===== config.mk =====
export PLATFORM = sky130hd
export DESIGN_NAME = ff_vl_trunc
export DESIGN_NICKNAME = d
export VERILOG_FILES = /design/src/rtl/ff_pkg.sv /design/src/rtl/ff_cond_eval.sv /design/src/rtl/ff_seq_ctrl.sv /design/src/rtl/ff_vl_trunc.sv
export SDC_FILE = /design/constraint.sdc
export NUM_CORES = 1
export LEC_CHECK = 0
export BUFFER_PORTS_ARGS = -buffer_cell sky130_fd_sc_hd__clkbuf_2
export CAP_MARGIN = 15
export CORE_UTILIZATION = 49
export DETAILED_ROUTE_END_ITERATION = 8
export PLACE_DENSITY = 0.78
export SLEW_MARGIN = 20
export SYNTH_ARGS = -nofsm -noshare
export SYNTH_HDL_FRONTEND = slang
export SYNTH_SLANG_ARGS = --single-unit

===== constraint.sdc =====
create_clock -name clk -period 2.8 [get_ports clk]
set_clock_uncertainty 0.2 [all_clocks]
set_input_delay 0.14 -clock clk [delete_from_list [all_inputs] [get_ports clk]]
set_output_delay 0.14 -clock clk [all_outputs]
set_load 0.1 [all_outputs]

===== src/rtl/ff_pkg.sv =====
package ff_pkg;
  typedef struct packed {
    logic lt;
    logic gt;
    logic eq;
    logic so;
  } cond_t;

  typedef enum logic [0:0] {ST_IDLE = 1'b0, ST_RUN = 1'b1} seq_st_t;

  function automatic cond_t build_cond(input logic neg, input logic zero, input logic ovf);
    cond_t c;
    c.lt = neg;
    c.eq = zero;
    c.gt = !neg && !zero;
    c.so = ovf;
    return c;
  endfunction
endpackage


===== src/rtl/ff_cond_eval.sv =====
module ff_cond_eval
  import ff_pkg::*;
#(
  parameter int DW = 16
) (
  input  logic [DW-1:0] data,
  input  logic          ovf,
  input  logic          use_sel,
  input  logic [1:0]    sel,
  input  logic          want,
  input  logic          zinv,
  output cond_t         cond,
  output logic          pass
);
  logic pick;

  always_comb begin
    cond = build_cond(data[DW-1], data == '0, ovf);
    case (sel)
      2'd0:    pick = cond.lt;
      2'd1:    pick = cond.gt;
      2'd2:    pick = cond.eq;
      default: pick = cond.so;
    endcase
    pass = use_sel ? (pick == want) : (cond.eq == zinv);
  end
endmodule


===== src/rtl/ff_seq_ctrl.sv =====
module ff_seq_ctrl
  import ff_pkg::*;
#(
  parameter int MAXVL = 8,
  localparam int IW  = (MAXVL > 1) ? $clog2(MAXVL) : 1,
  localparam int VLW = $clog2(MAXVL + 1)
) (
  input  logic           clk,
  input  logic           rst_n,
  input  logic           start,
  input  logic [VLW-1:0] vl_in,
  input  logic           beat,
  input  logic           fail,
  input  logic           incl,
  output logic           running,
  output logic [IW-1:0]  idx,
  output logic [VLW-1:0] vl_cap,
  output logic [VLW-1:0] vl_out,
  output logic           done
);
  seq_st_t st;
  logic    last;
  logic [VLW-1:0] vl_clamp;

  assign running  = (st == ST_RUN);
  assign last     = (VLW'(idx) == vl_cap - VLW'(1));
  assign vl_clamp = (vl_in > VLW'(MAXVL)) ? VLW'(MAXVL) : vl_in;

  always_ff @(posedge clk) begin
    if (!rst_n) begin
      st     <= ST_IDLE;
      idx    <= '0;
      vl_cap <= '0;
      vl_out <= '0;
      done   <= 1'b0;
    end else begin
      done <= 1'b0;
      case (st)
        ST_IDLE: begin
          if (start) begin
            vl_cap <= vl_clamp;
            idx    <= '0;
            if (vl_clamp == '0) begin
              done   <= 1'b1;
              vl_out <= '0;
            end else begin
              st <= ST_RUN;
            end
          end
        end
        default: begin
          if (beat) begin
            if (fail) begin
              done   <= 1'b1;
              vl_out <= VLW'(idx) + VLW'(incl);
              st     <= ST_IDLE;
            end else if (last) begin
              done   <= 1'b1;
              vl_out <= vl_cap;
              st     <= ST_IDLE;
            end else begin
              idx <= idx + IW'(1);
            end
          end
        end
      endcase
    end
  end
endmodule


===== src/rtl/ff_vl_trunc.sv =====
module ff_vl_trunc
  import ff_pkg::*;
#(
  parameter int MAXVL = 8,
  parameter int DW    = 16,
  localparam int IW  = (MAXVL > 1) ? $clog2(MAXVL) : 1,
  localparam int VLW = $clog2(MAXVL + 1)
) (
  input  logic             clk,
  input  logic             rst_n,
  input  logic             start,
  input  logic [VLW-1:0]   vl_in,
  input  logic [MAXVL-1:0] pred_mask,
  input  logic             rc_en,
  input  logic             rc1_mode,
  input  logic [1:0]       test_sel,
  input  logic             test_val,
  input  logic             zero_inv,
  input  logic             incl_fail,
  input  logic             elem_valid,
  output logic             elem_ready,
  input  logic [DW-1:0]    elem_data,
  input  logic             elem_ovf,
  output logic             res_we,
  output logic             cr_we,
  output logic [IW-1:0]    wr_idx,
  output logic [3:0]       cr_out,
  output logic [VLW-1:0]   vl_out,
  output logic             done
);
  logic [MAXVL-1:0] mask_q;
  logic       rc_q, rc1_q, val_q, zinv_q, incl_q;
  logic [1:0] sel_q;
  logic       running, beat, active, pass, fail_now;
  logic [IW-1:0]  idx;
  logic [VLW-1:0] vl_cap;
  cond_t      cond;

  always_ff @(posedge clk) begin
    if (!rst_n) begin
      mask_q <= '0;
      rc_q   <= 1'b0;
      rc1_q  <= 1'b0;
      sel_q  <= '0;
      val_q  <= 1'b0;
      zinv_q <= 1'b0;
      incl_q <= 1'b0;
    end else if (start && !running) begin
      mask_q <= pred_mask;
      rc_q   <= rc_en;
      rc1_q  <= rc1_mode;
      sel_q  <= test_sel;
      val_q  <= test_val;
      zinv_q <= zero_inv;
      incl_q <= incl_fail;
    end
  end

  ff_seq_ctrl #(.MAXVL(MAXVL)) u_seq (
    .clk(clk), .rst_n(rst_n), .start(start), .vl_in(vl_in),
    .beat(beat), .fail(fail_now), .incl(incl_q),
    .running(running), .idx(idx), .vl_cap(vl_cap),
    .vl_out(vl_out), .done(done)
  );

  ff_cond_eval #(.DW(DW)) u_eval (
    .data(elem_data), .ovf(elem_ovf), .use_sel(rc_q | rc1_q),
    .sel(sel_q), .want(val_q), .zinv(zinv_q),
    .cond(cond), .pass(pass)
  );

  assign elem_ready = running;
  assign beat       = elem_valid && running;
  assign active     = mask_q[idx];
  assign fail_now   = active && !pass;
  assign res_we     = beat && active && !rc1_q && (pass || incl_q);
  assign cr_we      = beat && active && (rc_q || rc1_q);
  assign wr_idx     = idx;
  assign cr_out     = cond;
endmodule


Word level (Yosys, flattened, before mapping)
Index checks and enable logic that the tools add are counted.
{ "word_totals": {"reg_bits": 28, "in_bits": 40, "out_inout_bits": 15, "wordCells": 79} }
{ "op_classes": {"n_addsub": 3, "magnitude_cmp": 2, "eq_ne": 9, "mux": 28, "bitwise_logic": 2, "reduce_logical": 23} }
{ "ops": {"columns": ["op", "n"], "rows": [
  ["two-way mux 4 bit", 7],
  ["logical NOT 16 bit", 1],
  ["two-way mux 3 bit", 5],
  ["two-way mux 1 bit", 14],
  ["logical AND 1 bit", 8],
  ["AND reduction 4 bit", 2],
  ["inequality test 2 bit, second input constant", 3],
  ["logical NOT 1 bit", 5],
  ["adder 3 x 1 -> 4 bit", 1],
  ["equality test 3 x 4 -> 1 bit", 1],
  ["> comparator 4 bit, second input constant", 1],
  ["logical NOT 4 bit", 1],
  ["less-than comparator 3 x 4 -> 1 bit, second input constant", 1],
  ["nonzero test 2 bit", 2],
  ["subtractor 4 x 1 -> 4 bit, second input constant", 1],
  ["adder 3 x 1 -> 3 bit, second input constant", 1],
  ["binary-select mux 1 bit (select 3 bit)", 1],
  ["inequality test 3 bit, second input constant", 1],
  ["case mux 1 bit (3 select lines)", 1],
  ["equality test 1 bit", 2],
  ["equality test 2 x 1 -> 1 bit, second input constant", 1],
  ["equality test 2 bit, second input constant", 1],
  ["logical NOT 2 bit", 1],
  ["logical OR 1 bit", 2],
  ["3 further kinds", 3]
]} }

Logic depth before layout (Yosys ltp)
{ "depth": {"ltp_word": 11, "depth_mapped": 8, "depth_no_buf": 8} }

Hierarchy
A second synthesis with hierarchy kept.
{ "hier_totals": {"cells_unflattened": 188, "hier_area_um2": 1551.5} }
{ "modules_own_cells": {"columns": ["mod", "instances", "cells_per_inst", "area_per_inst_um2", "seq_area_each_um2"], "rows": [
  ["ff_seq_ctrl", 1, 89, 739.5, 260.2],
  ["ff_vl_trunc", 1, 81, 669.4, 300.3],
  ["ff_cond_eval", 1, 18, 142.6, 0.0]
]} }

Worst setup path before layout
Ideal clock, no wire load.
{ "synth_timing": {"path_kind": "register -> output", "from": "register u_seq.idx[1]", "to": "output port res_we", "arrival_ns": 3.891, "t_required_ns": 2.460, "setup_slack_ns": -1.431, "path_stages_with_launch": 5, "path_buffers": 0, "cell_sequence": "dfxtp_1 -> mux4_2 -> mux2_2 -> nand3_1 -> nor3_1"} }
{ "synth_between": {"elab_chain_cells": 5} }
{ "synth_rtl": {"columns": ["element", "line", "source"], "rows": [
  ["from (decl)", "ff_seq_ctrl.sv:16", "output logic [IW-1:0] idx,"],
  ["from (signal assigned)", "ff_seq_ctrl.sv:62", "idx <= idx + IW'(1);"],
  ["binary-select mux 1 bit (select 3 bit)", "ff_vl_trunc.sv:74", "assign active = mask_q[idx];"],
  ["two-way mux 1 bit (not written as such)", "ff_vl_trunc.sv:74", null],
  ["logical AND 1 bit (3 in a row)", "ff_vl_trunc.sv:76", "assign res_we = beat && active && !rc1_q && (pass || incl_q);"],
  ["to (decl)", "ff_vl_trunc.sv:24", "output logic res_we,"]
]} }
Every way passes these cells. The select of a mux whose other input is x is not followed.

Worst setup path in the final report
{ "layout_timing": {"from": "register sel_q[1]", "to": "output port res_we"} }
{ "layout_between": {"elab_chain_cells": 6, "elab_cells_between_ends": 8, "classes_between": "eq/ne: 3; mux: 2; reduce/logical: 3"} }
{ "layout_rtl": {"columns": ["element", "line", "source"], "rows": [
  ["from (decl)", "ff_vl_trunc.sv:33", "logic [1:0] sel_q;"],
  ["from (signal assigned)", "ff_vl_trunc.sv:52", "sel_q <= test_sel;"],
  ["equality test 2 bit, or another cell as far along", "ff_cond_eval.sv:19", "case (sel)"],
  ["case mux 1 bit (3 select lines) *", "ff_cond_eval.sv:19", null],
  ["equality test 1 bit *", "ff_cond_eval.sv:25", "pass = use_sel ? (pick == want) : (cond.eq == zinv);"],
  ["two-way mux 1 bit *", "ff_cond_eval.sv:25", null],
  ["logical OR 1 bit *", "ff_vl_trunc.sv:76", null],
  ["logical AND 1 bit *", "ff_vl_trunc.sv:76", null]
]} }
Every way passes the cells marked *; elsewhere a longest branch is shown, timed or not.

==> results.cfg <==
[outcome]
status = finished clean

[floorplan]
row_count = 20
core-area_um2 = 3053
die_h_um = 58.93
ios = 55
die_w_um = 58.93
die_area_um2 = 3472
start_util = 0.5201

[power]
totalPowerFinal_mw = 0.8668
power.internal_mw = 0.6084
pwr-share-seq = 0.501
p_per_area_nw_per_um2 = 405.4
clock_power_share = 0.274
combPwrFrac = 0.224
max-vdd-ir-drop_mv = 0.3453
switching_share = 0.2981
p_sw_mw = 0.2584
power_leakage_nw = 0.9378

[layout]
finalNonFillerCells = 297
synthToLayoutAreaGrowth_pct = 34.67
fin_nets = 298
diodes = 0
layout-drive-gt1-share = 0.3004
fillers = 264

[cts]
root_buffer = clkbuf_4
cts_made_buffers = 3
clkTransAtPathRegs_ps = 160
cts.sinks = 28
htreeDepth = 1
clockBufferDepth = 2
post_cts_buffers = 0
insertion_delay_ps = 340
cts_tree = yes

[critical_path]
path_cells = and3_2 > a311oi_1 > nand2_1 > xnor2_1 > a211oi_1 > nor3_4 > buf_2
cpPeakStageDelay_ps = 400
path_max_fanout = 5
slowest_stage = a211oi_1
rr_startpoint = u_seq.idx[1]
reg2reg_setup_slack_ps = 400
worstSetupPathType = reg2out
regToRegEndpoint = u_seq.idx[0]
reg2regPathDepth = 6
end_kind = output pin
crit_family = compound AO/OA/AOI/OAI gates
path_buf_inv = 1
cp.arrival_ps = 2320
cp-start-kind = flop
worstPathRequired_ps = 2460

[detailed_routing]
first_pass_iters = 4
routed_via_density = 5.111
drc = 0
wl_mm = 3.855
vias = 1518
drtIter0Drc = 54
wl_per_cell_um = 12.98
ant_nets = 0

[timing]
tightest_slew_ps = 800.3
timing.final.crit_share = 0.9488
clock.fmax_mhz = 376.4
finalMaxSlewViolations = 0
setup_violations = 0
fin_crit_ps = 2657
hold_viol_final = 0
setup_tns_ps = 0
maxSlewHeadroom = 0.4665
rsz0062_at_grt = no

[grt]
grt_max_degree = 31
grt_pass1_vias = 1565
grt.overflow.total = 0
grt_pass1_wl_mm = 6.589
grt_usage = 0.2493
antenna_found_initial = 0

[placement]
gp_congestion = 0.8353
portBuffers = 54
dp.cells = 272
hpwl_mm = 2.583

[yosys]
synth_nets = 228
yosys_warnings = 0
seq_area_frac_synth = 0.3530
synth_top_area_share = 0.3530
yosysMostFrequentCell = nand2_1
avgSynthCellArea_um2 = 8.629
synth_top_area_cell = dfxtp_1
synth_edf_count = 0
ys.flop_type = dfxtp_1
async_flop_share = 0
ys_ff_latch = 28
ys_top_cells_by_count = nand2_1 (39), dfxtp_1 (28), a21boi_0 (19)
synth_cells = 184
synth.area.top_cells = dfxtp_1 (35%), nand2_1 (9.2%), a21boi_0 (9.0%)
syn_area_um2 = 1588
yosysUniqueCellTypes = 45

[flow_run]
cap_violations = 0

[min_path]
min_to = u_seq.idx[2]
hold_start = rst_n
worstHoldPathCells = 3
hp-class = in2reg
-- timing repair --
action / in CTS / in global routing
endpoints found under the hold margin: 21 / 0
hold buffers: 21 / 0
resized for setup: 0 / 1
setup endpoints to repair: 0 / 1
-- kinds of logic after synthesis --
logic type	share of synthesized area
compound gates	0.1781
xor+xnor	0.03861
simple gates	0.2750
fa+ha+maj	0.03152
buf+inv	0.05042
mux	0.07329
flops	0.3530
-- cell type report --
type	instances	area, µm²	share of cell area
multi-input cells	141	965.9	0.4517
flip-flops and latches	28	566.8	0.2651
repair buffers	76	488.0	0.2282
well taps	44	55.05	0.02575
clock buffers	4	47.55	0.02224
inverters	4	15.01	0.007022
-- routing by layer --
metal | GRT usage | wire, µm | vias to the layer above
met5 | 0 | 0 | -
met4 | 0.08163 | 89 | 0
met3 | 0.04176 | 94 | 8
met2 | 0.4643 | 1966 | 29
met1 | 0.2861 | 1704 | 695
li1 | - | - | 786
-- power groups by stage --
| stage | registers (mW) | clock network (mW) | logic (mW) |
|---|---|---|---|
| 2_1_floorplan | 0.459 | 0 | 0.105 |
| 3_3_place_gp | 0.443 | 0 | 0.167 |
| 3_5_place_dp | 0.443 | 0 | 0.170 |
| 4_1_cts | 0.434 | 0.244 | 0.194 |
| 5_1_grt | 0.437 | 0.259 | 0.213 |
| 6_report | 0.435 | 0.238 | 0.195 |
-- worst max-delay path by stage --
stage / slack [ps] / endpoint / depth (start not counted) / start
finish: 140 / res_we / 7 / sel_q[1]
global route: 10 / res_we / 7 / sel_q[1]
CTS: 30 / res_we / 7 / sel_q[1]
detailed placement: 390 / res_we / 9 / elem_data[15]
global placement: 450 / res_we / 9 / elem_data[15]
floorplan: 40 / res_we / 8 / elem_data[8]
-- cell usage in the layout, fill, tap and decap left out, types with 2 or more instances in the layout --
master / count
dfxtp_2: 2
clkbuf_2: 53
nor3_1: 5
and2_1: 3
xnor2_1: 4
mux2i_1: 6
nand3_1: 4
o21ai_0: 3
xor2_1: 3
nor3b_1: 2
nor4_1: 5
nor2_1: 9
nand2b_1: 2
mux4_2: 2
nand3b_1: 3
dfxtp_1: 25
ha_1: 4
clkbuf_4: 3
nor2b_1: 2
dlygate4sd3_1: 21
inv_1: 4
a21boi_0: 19
nand2_1: 39
nor3_4: 2
o211a_1: 3
a21oi_1: 2
-- through the flow --
stage	hold WS [ps]	utilization	setup WS [ps]	cell area, µm²
after detailed placement	183.4	0.6160	388.9	1881
after global placement	178.1	0.6160	447.7	1881
after floorplan	84.85	-	39.32	1613
final	144.4	0.7004	143.3	2138
after CTS	132.4	0.7004	28.70	2138
after global routing	174.0	0.7004	11.70	2138
-- state kept, by name, summed over array words and instances, names as in the netlist --
name	cells
mask_q	8
u_seq.vl_cap	4
u_seq.vl_out	4
u_seq.idx	3
sel_q	2
incl_q	1
rc1_q	1
rc_q	1
u_seq.done	1
u_seq.running	1
val_q	1
zinv_q	1
-- worst reg2reg max path, cell delays in order (launching register included) --
cell	delay, ps
dfxtp_2	470
mux4_2	520
mux2_2	300
o31ai_1	120
nor3_4	120
nor3b_1	380
mux2i_1	230
(Power assumes the default switching activity.)
